$ cat src/rtl/bankrf_pkg.sv
package bankrf_pkg;

  localparam int LIDX_W    = 4;
  localparam int MODE_W    = 5;
  localparam int NUM_PHYS  = 31;
  localparam int PIDX_W    = $clog2(NUM_PHYS);
  localparam int NUM_SAVED = 5;
  localparam int SIDX_W    = $clog2(NUM_SAVED);

  localparam logic [MODE_W-1:0] MD_USER  = 5'b10000;
  localparam logic [MODE_W-1:0] MD_FAST  = 5'b10001;
  localparam logic [MODE_W-1:0] MD_IRQ   = 5'b10010;
  localparam logic [MODE_W-1:0] MD_SVC   = 5'b10011;
  localparam logic [MODE_W-1:0] MD_ABT   = 5'b10111;
  localparam logic [MODE_W-1:0] MD_UND   = 5'b11011;
  localparam logic [MODE_W-1:0] MD_SYS   = 5'b11111;

  typedef enum logic [2:0] {
    BK_BASE = 3'd0,
    BK_FAST = 3'd1,
    BK_IRQ  = 3'd2,
    BK_SVC  = 3'd3,
    BK_ABT  = 3'd4,
    BK_UND  = 3'd5
  } bank_e;

  // Mode encoding to register bank; unknown encodings fall to the base bank.
  function automatic bank_e mode_to_bank(logic [MODE_W-1:0] m);
    case (m)
      MD_FAST: return BK_FAST;
      MD_IRQ:  return BK_IRQ;
      MD_SVC:  return BK_SVC;
      MD_ABT:  return BK_ABT;
      MD_UND:  return BK_UND;
      default: return BK_BASE;
    endcase
  endfunction

  // Physical layout: 0..14 base, 15 pc, 16..22 fast 8..14,
  // 23..30 two slots per remaining exception bank.
  function automatic logic [PIDX_W-1:0] phys_index(bank_e b, logic [LIDX_W-1:0] li);
    logic [PIDX_W-1:0] li_w;
    logic [PIDX_W-1:0] bk_w;
    li_w = {1'b0, li};
    bk_w = {2'b00, b};
    if (li == 4'd15)
      return 5'd15;
    else if (b == BK_FAST && li >= 4'd8)
      return li_w + 5'd8;
    else if (b != BK_BASE && b != BK_FAST && li >= 4'd13)
      return 5'd19 + (bk_w << 1) + (li_w - 5'd13);
    else
      return li_w;
  endfunction

  function automatic logic [SIDX_W-1:0] saved_index(bank_e b);
    logic [2:0] s;
    s = 3'(b) - 3'd1;
    return s;
  endfunction

endpackage

$ cat src/rtl/bankrf_mode_decode.sv
module bankrf_mode_decode
  import bankrf_pkg::*;
(
  input  logic [MODE_W-1:0] mode_i,
  output bank_e             bank_o,
  output logic              has_saved_o
);

  assign bank_o      = mode_to_bank(mode_i);
  assign has_saved_o = (bank_o != BK_BASE);

  always_comb begin
    if (mode_i == MD_USER || mode_i == MD_SYS)
      assert_user_sys_base_R4: assert (bank_o == BK_BASE);
    if (mode_i == MD_FAST)
      assert_fast_bank_R3: assert (bank_o == BK_FAST && has_saved_o);
  end

endmodule

$ cat src/rtl/bankrf_index_map.sv
module bankrf_index_map
  import bankrf_pkg::*;
(
  input  bank_e             bank_i,
  input  logic [LIDX_W-1:0] lidx_i,
  output logic [PIDX_W-1:0] pidx_o
);

  assign pidx_o = phys_index(bank_i, lidx_i);

  always_comb begin
    assert_pidx_range_R4: assert (pidx_o < PIDX_W'(NUM_PHYS));
    if (lidx_i < 4'd8)
      assert_low_shared_R2: assert (pidx_o == {1'b0, lidx_i});
    if (lidx_i == 4'd15)
      assert_pc_shared_R5: assert (pidx_o == 5'd15);
    if (bank_i != BK_FAST && lidx_i < 4'd13)
      assert_mid_shared_R3: assert (pidx_o == {1'b0, lidx_i});
  end

endmodule

$ cat src/rtl/bankrf_gpr_array.sv
module bankrf_gpr_array
  import bankrf_pkg::*;
#(
  parameter int XLEN = 32
) (
  input  logic              clk,
  input  logic              rst_n,
  input  logic [PIDX_W-1:0] rd_a_pidx,
  output logic [XLEN-1:0]   rd_a_data,
  input  logic [PIDX_W-1:0] rd_b_pidx,
  output logic [XLEN-1:0]   rd_b_data,
  input  logic              wr_en,
  input  logic [PIDX_W-1:0] wr_pidx,
  input  logic [XLEN-1:0]   wr_data
);

  logic [XLEN-1:0] slot_q [NUM_PHYS];
  logic [NUM_PHYS-1:0] slot_hit;

  for (genvar g = 0; g < NUM_PHYS; g++) begin : g_slot
    assign slot_hit[g] = wr_en && (wr_pidx == PIDX_W'(g));
    always_ff @(posedge clk) begin
      if (!rst_n)
        slot_q[g] <= '0;
      else if (slot_hit[g])
        slot_q[g] <= wr_data;
    end
  end

  assign rd_a_data = slot_q[rd_a_pidx];
  assign rd_b_data = slot_q[rd_b_pidx];

  assert_one_slot_R7: assert property (@(posedge clk) disable iff (!rst_n)
    $onehot0(slot_hit));
  assert_write_lands_R7: assert property (@(posedge clk) disable iff (!rst_n)
    wr_en |=> slot_q[$past(wr_pidx)] == $past(wr_data));
  assert_pc_kept_R5: assert property (@(posedge clk) disable iff (!rst_n)
    !(wr_en && wr_pidx == 5'd15) |=> $stable(slot_q[15]));

endmodule

$ cat src/rtl/bankrf_status_regs.sv
module bankrf_status_regs
  import bankrf_pkg::*;
#(
  parameter int XLEN = 32,
  parameter logic [MODE_W-1:0] RESET_MODE = MD_SVC
) (
  input  logic            clk,
  input  logic            rst_n,
  input  bank_e           bank_i,
  input  logic            has_saved_i,
  input  logic            stat_we,
  input  logic [XLEN-1:0] stat_wdata,
  output logic [XLEN-1:0] stat_rdata,
  input  logic            saved_we,
  input  logic [XLEN-1:0] saved_wdata,
  output logic [XLEN-1:0] saved_rdata
);

  localparam logic [XLEN-1:0] STAT_RESET = XLEN'(RESET_MODE);

  logic [XLEN-1:0] cur_q;
  logic [XLEN-1:0] saved_q [NUM_SAVED];
  logic [SIDX_W-1:0] sel;
  logic [NUM_SAVED*XLEN-1:0] saved_flat;
  logic saved_write_blocked;

  assign sel = saved_index(bank_i);
  assign saved_write_blocked = saved_we && !has_saved_i;

  always_ff @(posedge clk) begin
    if (!rst_n)
      cur_q <= STAT_RESET;
    else if (stat_we)
      cur_q <= stat_wdata;
  end

  for (genvar g = 0; g < NUM_SAVED; g++) begin : g_saved
    assign saved_flat[g*XLEN +: XLEN] = saved_q[g];
    always_ff @(posedge clk) begin
      if (!rst_n)
        saved_q[g] <= '0;
      else if (saved_we && has_saved_i && sel == SIDX_W'(g))
        saved_q[g] <= saved_wdata;
    end
  end

  assign stat_rdata  = cur_q;
  assign saved_rdata = has_saved_i ? saved_q[sel] : '0;

  assert_blocked_write_R10: assert property (@(posedge clk) disable iff (!rst_n)
    saved_write_blocked |=> $stable(saved_flat));
  assert_status_write_R11: assert property (@(posedge clk) disable iff (!rst_n)
    stat_we |=> stat_rdata == $past(stat_wdata));
  assert_saved_write_R9: assert property (@(posedge clk) disable iff (!rst_n)
    (saved_we && has_saved_i) |=> saved_q[$past(sel)] == $past(saved_wdata));

endmodule

$ cat src/rtl/banked_regfile.sv
module banked_regfile
  import bankrf_pkg::*;
#(
  parameter int XLEN = 32
) (
  input  logic              clk,
  input  logic              rst_n,
  input  logic [4:0]        mode_i,
  input  logic [3:0]        rd_a_idx,
  output logic [XLEN-1:0]   rd_a_data,
  input  logic [3:0]        rd_b_idx,
  output logic [XLEN-1:0]   rd_b_data,
  input  logic              wr_en,
  input  logic [3:0]        wr_idx,
  input  logic [XLEN-1:0]   wr_data,
  input  logic              stat_we,
  input  logic [XLEN-1:0]   stat_wdata,
  output logic [XLEN-1:0]   stat_rdata,
  input  logic              saved_we,
  input  logic [XLEN-1:0]   saved_wdata,
  output logic [XLEN-1:0]   saved_rdata
);

  localparam int NPORT = 3;

  bank_e bank;
  logic  has_saved;
  logic [LIDX_W-1:0] lidx [NPORT];
  logic [PIDX_W-1:0] pidx [NPORT];

  assign lidx[0] = rd_a_idx;
  assign lidx[1] = rd_b_idx;
  assign lidx[2] = wr_idx;

  bankrf_mode_decode u_dec (
    .mode_i      (mode_i),
    .bank_o      (bank),
    .has_saved_o (has_saved)
  );

  for (genvar p = 0; p < NPORT; p++) begin : g_map
    bankrf_index_map u_map (
      .bank_i (bank),
      .lidx_i (lidx[p]),
      .pidx_o (pidx[p])
    );
  end

  bankrf_gpr_array #(.XLEN(XLEN)) u_gpr (
    .clk       (clk),
    .rst_n     (rst_n),
    .rd_a_pidx (pidx[0]),
    .rd_a_data (rd_a_data),
    .rd_b_pidx (pidx[1]),
    .rd_b_data (rd_b_data),
    .wr_en     (wr_en),
    .wr_pidx   (pidx[2]),
    .wr_data   (wr_data)
  );

  bankrf_status_regs #(.XLEN(XLEN)) u_stat (
    .clk         (clk),
    .rst_n       (rst_n),
    .bank_i      (bank),
    .has_saved_i (has_saved),
    .stat_we     (stat_we),
    .stat_wdata  (stat_wdata),
    .stat_rdata  (stat_rdata),
    .saved_we    (saved_we),
    .saved_wdata (saved_wdata),
    .saved_rdata (saved_rdata)
  );

  assert_same_idx_ports_R8: assert property (@(posedge clk) disable iff (!rst_n)
    (rd_a_idx == rd_b_idx) |-> (rd_a_data == rd_b_data));
  assert_no_saved_base_R10: assert property (@(posedge clk) disable iff (!rst_n)
    (mode_i == MD_USER || mode_i == MD_SYS) |-> saved_rdata == '0);
  assert_reset_status_R1: assert property (@(posedge clk) disable iff (!rst_n)
    $rose(rst_n) |-> stat_rdata == 32'h13);

endmodule

$ cat config.mk
export PLATFORM = sky130hd
export DESIGN_NAME = banked_regfile
export DESIGN_NICKNAME = d
export VERILOG_FILES = /design/src/rtl/bankrf_pkg.sv /design/src/rtl/bankrf_mode_decode.sv /design/src/rtl/bankrf_index_map.sv /design/src/rtl/bankrf_gpr_array.sv /design/src/rtl/bankrf_status_regs.sv /design/src/rtl/banked_regfile.sv
export SDC_FILE = /design/constraint.sdc
export NUM_CORES = 2
export LEC_CHECK = 0
export BUFFER_PORTS_ARGS = -buffer_cell sky130_fd_sc_hd__buf_2
export CORE_UTILIZATION = 45
export CTS_CLUSTER_DIAMETER = 150
export DETAILED_ROUTE_END_ITERATION = 8
export GPL_TIMING_DRIVEN = 1
export SLEW_MARGIN = 0
export SYNTH_ARGS = -nofsm -noshare
export SYNTH_HDL_FRONTEND = slang
export SYNTH_HIERARCHICAL = 1
export SYNTH_SLANG_ARGS = --single-unit
$ cat constraint.sdc
create_clock -name clk -period 8.59 [get_ports clk]
set_clock_uncertainty 0.05 [all_clocks]
set_input_delay 1.718 -clock clk [delete_from_list [all_inputs] [get_ports clk]]
set_output_delay 1.718 -clock clk [all_outputs]
set_load 0.05 [all_outputs]
* Word level (Yosys, flattened, before mapping)
Memories as Yosys holds them, arrays and structs flattened.
Cells that the tools add are included.
** Storage, ports and cells
- Output and inout port bits :: 128
- Logic and storage cells :: 303
- Memories :: 2
- Register bits :: 32
- Input port bits :: 118
- Memory bits (writable) :: 1152
** Memory list
- u_gpr.slot_q :: depth 31, width 32, read ports 2, clocked after memory_dff 0, wr ports 31, RTL line bankrf_gpr_array.sv:17 : logic [XLEN-1:0] slot_q [NUM_PHYS];
- u_stat.saved_q :: depth 5, width 32, read ports 1, clocked after memory_dff 0, wr ports 5, RTL line bankrf_status_regs.sv:22 : logic [XLEN-1:0] saved_q [NUM_SAVED];
** Operators by class
- Reduce and logical (&&, ||, !) cells :: 47
- Multiplexer cells :: 156
- Equal/unequal tests :: 44
- Bitwise gates (word level) :: 36
- Order comparisons :: 6
- $add $sub $neg :: 11
** Operators by type and width (count)
- $mux 32 :: 37
- $mux 1 :: 109
- $eq 5x5->1 const B :: 20
- $mux 5 :: 9
- $logic_and 1x1->1 :: 44
- $eq 5x4->1 const B :: 8
- $or 1x1->1 :: 36
- $ge 4x4->1 const B :: 6
- $eq 5x3->1 const B :: 4
- $add 4x4->5 const B :: 3
- $add 5x5->5 :: 3
- $pmux 3 s5 :: 1
- $sub 4x4->5 const B :: 3
- $eq 4x4->1 const B :: 3
- $eq 5x2->1 const B :: 2
- $eq 3x1->1 const B :: 2
- $eq 3x2->1 const B :: 2
- $add 5x4->5 const A :: 1
- $eq 5x1->1 const B :: 1
- $logic_not 5->1 :: 1
- $eq 3x3->1 const B :: 1
- $logic_not 3->1 :: 1
- $ne 3x1->1 const B :: 1
- $reduce_bool 3->1 :: 1
- $sub 3x1->3 const B :: 1

* Depth between registers and ports, before layout
- Depth after elaboration :: 14
- Mapped depth :: 16
- Depth with buffers taken out :: 13

* By module
The synthesis kept the hierarchy.
** Modules (own cells, without submodules)
- bankrf_gpr_array :: cells each 3832, times used 1, sequential area each 29788.6 sq um, area each 53412.5 sq um
- bankrf_status_regs :: cells each 548, times used 1, sequential area each 5445.2 sq um, area each 8436.8 sq um
- bankrf_index_map :: cells each 30, times used 3, sequential area each 0.0 sq um, area each 203.9 sq um
- bankrf_mode_decode :: cells each 11, times used 1, sequential area each 0.0 sq um, area each 71.3 sq um

* Worst setup path before layout
Ideal clock, no wire load.
- Path type :: input -> output
- Start :: input port mode_i[1]
- End :: output port rd_b_data[12]
- Arrival time :: 6.590 ns
- Stages :: 15
- Buffers on the path :: 2
- Setup slack :: 0.232 ns
- Required time :: 6.822 ns
- Cells stage by stage :: inv_1 nor4b_1 inv_1 ha_1 inv_1 ha_1 fa_1 xnor2_1 o21ai_0 clkbuf_1 or3_1 buf_2 o22ai_1 a31o_1 nor3_1
** RTL lines
- from (decl) :: RTL line banked_regfile.sv:8 : input logic [4:0] mode_i,
- to (decl) :: RTL line banked_regfile.sv:12 : output logic [XLEN-1:0] rd_b_data,

==> metrics.txt <==
# fillers=11500; first-pass GRT wire length=327000 um; Starting Density=45.4%; GRT Overall Usage=33.5%; fin crit share=97.7%; Synth Cell Area=62500 um2; Reg area=35200 um2; max_cap viols=0; Hold EP=u_stat/stat_rdata[4]; leak pwr=25.6 nW; number of I/O port buffers=245; largest net degree at the start of global routing=80; PwrDens=208 nW/um2; post-synthesis sequential area ratio=56.3%; drt total wl=238000 um; max_slew headroom=7.66%; # rows=136; WP buf/inv=4; Synth area leader=edfxtp_1; worst hold path depth=2; wire per inst=36.1 um; Ports=246; 1st-pass router iterations=6; CP arrival=6630 ps; final number of hold-violating endpoints=0; antenna violations before repair=46; Synth area leaders=edfxtp_1 55%, and2_1 12%, mux4_2 12%; Post-Syn Instances=4481; TritonCTS Buffers=134; maximum fanout along the worst path=41; die extent in x=375 um; RePlAce Congestion=0.964; Max stage delay on crit path=990 ps; CP Class=in -> out; total gr overflow=0; root buffer selected by CTS=clkbuf_16; met3 GRT Util=10.0%; most frequent cells after synthesis=1165 x and2_1, 1152 x edfxtp_1, 332 x mux2i_1; post-synthesis async set-or-reset flop share=0%; multi-input logic area=25700 um2; fmax=0.119 GHz; area of the die=140000 um2; synth warn=6; min Tclk post-route=8400 ps; Reg2Reg Depth=2; slowest CP cell=a311oi_4; grt peak-use layer=met2; Netlist cell types=64; Final nets=4797; Fin Setup TNS=0 ps; RR Startpoint=u_stat/stat_rdata[1]; met2 Track Usage GR=49.0%; hold wc startpoint=u_stat/stat_rdata[4]; EDFF count, synth=1152; RSZ-0062 raised after global routing=false; Slew @ Worst Pin=1380 ps; Clock Latency Late Sink=780 ps; synthesis-to-layout area growth=14.6%; delay-heaviest family, CP=compound AO/OA/AOI/OAI gates; number of global-route vias before repair=41576; # H-tree levels=4; CTS clk-pin slew, worst paths=50 ps; dpl hpwl=151000 um; Final Hold Slack=421 ps; Synth top area share=55.3%; met1 Track Usage GR=45.1%; crit start category=primary input; antenna viol nets, final=0; Net Count, Synth=4619; Slew Limit Fails=0; Die Y=375 um; DRC errors left=0; Setup Viol. Count Final=0; reg2reg setup slack=7870 ps; Reg2Reg Capture Point=u_stat/stat_rdata[1]; deepest clock path buffer count=3; most frequent cell after synthesis=and2_1; Req. time, crit path=6820 ps; Worst setup EP type=primary output; drt initial violations=6445; Post-Syn Area per Cell=14.0 um2; Hold/Removal Path Class=reg -> reg; routed via count=43336; prevailing post-synth register cell=edfxtp_1; core box area=138000 um2; result of the run=complete, no violations; vias per inst=6.58; Cell Chain, Critical Path=buf_2 > xnor2_1 > nor3b_2 > buf_4 > o211a_1 > a21oi_1 > a311oi_4 > buf_12 > mux4_2 > o22ai_1 > a31o_2 > nor3_1 > buf_2; Seq cells post-synth=1184; most used cell, CP=buf_2; clock sink count=1184; maximum vdd drop=0.000154 V; CTS tree=yes; layout cell share with drive strength beyond 1=24.1%; total power=0.0149 W
area by class of cell:
cell class                 count  area share, %
sequential                  1184           49.2
multi-input combinational   2825           35.9
timing repair buffer         481           5.38
clock buffer                 162           4.92
tap                         1794           3.13
clock inverter                78           1.23
inverter                      33          0.173
antenna                       28         0.0978
sequential cells by signal, summed over array words and instances, names as in the netlist:
signal	flops
u_stat/saved_q	160
u_stat/stat_rdata	32
u_gpr/slot_q	992
metal layers:
layer,wire length (um),share of wire (%),vias up
li1,-,-,17344
met2,104000,44,3128
met4,13100,5.5,12
met5,87,0.037,-
met3,30000,13,619
met1,91200,38,22233
cell families (layout without fill, tap and decap cells):
group | count (synthesis) | in the layout | synth area share (%)
other | 0 | 28 | 0
xor gates and xnor gates | 9 | 9 | 0.138
buffers and inverters | 472 | 754 | 3.76
muxes | 724 | 724 | 18.4
DFF | 1184 | 1184 | 56.3
adders and majority gates | 20 | 20 | 0.436
AOI/OAI and AO/OA | 551 | 551 | 6.18
and+or+nand+nor | 1521 | 1521 | 14.7
timing repair:
action	CTS	global route
setup buffers	0	0
hold buffers	0	0
endpoints found under the hold margin	0	0
endpoints found under the setup margin	0	1
resized for setup	0	1
where the power goes:
| part | total, W | switching [W] | internal, W |
|---|---|---|---|
| clock | 0.00580 | 0.00250 | 0.00330 |
| sequential | 0.00683 | 0.000165 | 0.00666 |
| combinational | 0.00228 | 0.00147 | 0.000811 |
worst reg2reg max path, stage by stage (launching register included):
cell,delay (ps)
dfxtp_1,310
mux2i_1,120
nand2_1,80
metrics by stage:
step	worst slack, ps	util [%]	cell area (um2)	cells
3_5_place_dp	98.5	48.8	67200	6317
5_1_grt	136	52.0	71600	6571
4_1_cts	52.6	52.0	71600	6557
2_1_floorplan	232	-	62500	4481
6_report	194	52.1	71700	6585
3_3_place_gp	101	48.8	67200	6317
worst max-delay path by stage:
stage / start / endpoint / slack (ps) / cells after the start
floorplan: mode_i[1] / rd_b_data[12] / 230 / 15
global route: mode_i[3] / rd_a_data[19] / 140 / 14
finish: mode_i[3] / rd_a_data[1] / 190 / 13
CTS: mode_i[1] / rd_b_data[26] / 50 / 16
global placement: mode_i[1] / rd_b_data[26] / 100 / 16
detailed placement: mode_i[1] / rd_b_data[26] / 100 / 16
placed cells by master (no fill, tap or decap), drive strengths merged, types with 23 or more instances in the layout:
cell,Yosys,routed
mux2i,332,332
buf,171,480
nor3,23,23
o211ai,37,37
clkbuf,268,163
a22oi,116,116
nand2,67,67
nor2,50,50
nor2b,50,50
o21ai,96,96
nand4,23,23
o22ai,116,116
dfxtp,32,32
and2,1165,1165
diode,0,28
nand2b,55,55
mux2,61,61
inv,33,38
clkinv,0,58
mux4,331,331
nand3,43,43
edfxtp,1152,1152
a22o,51,51
(Power assumes the default switching activity.)
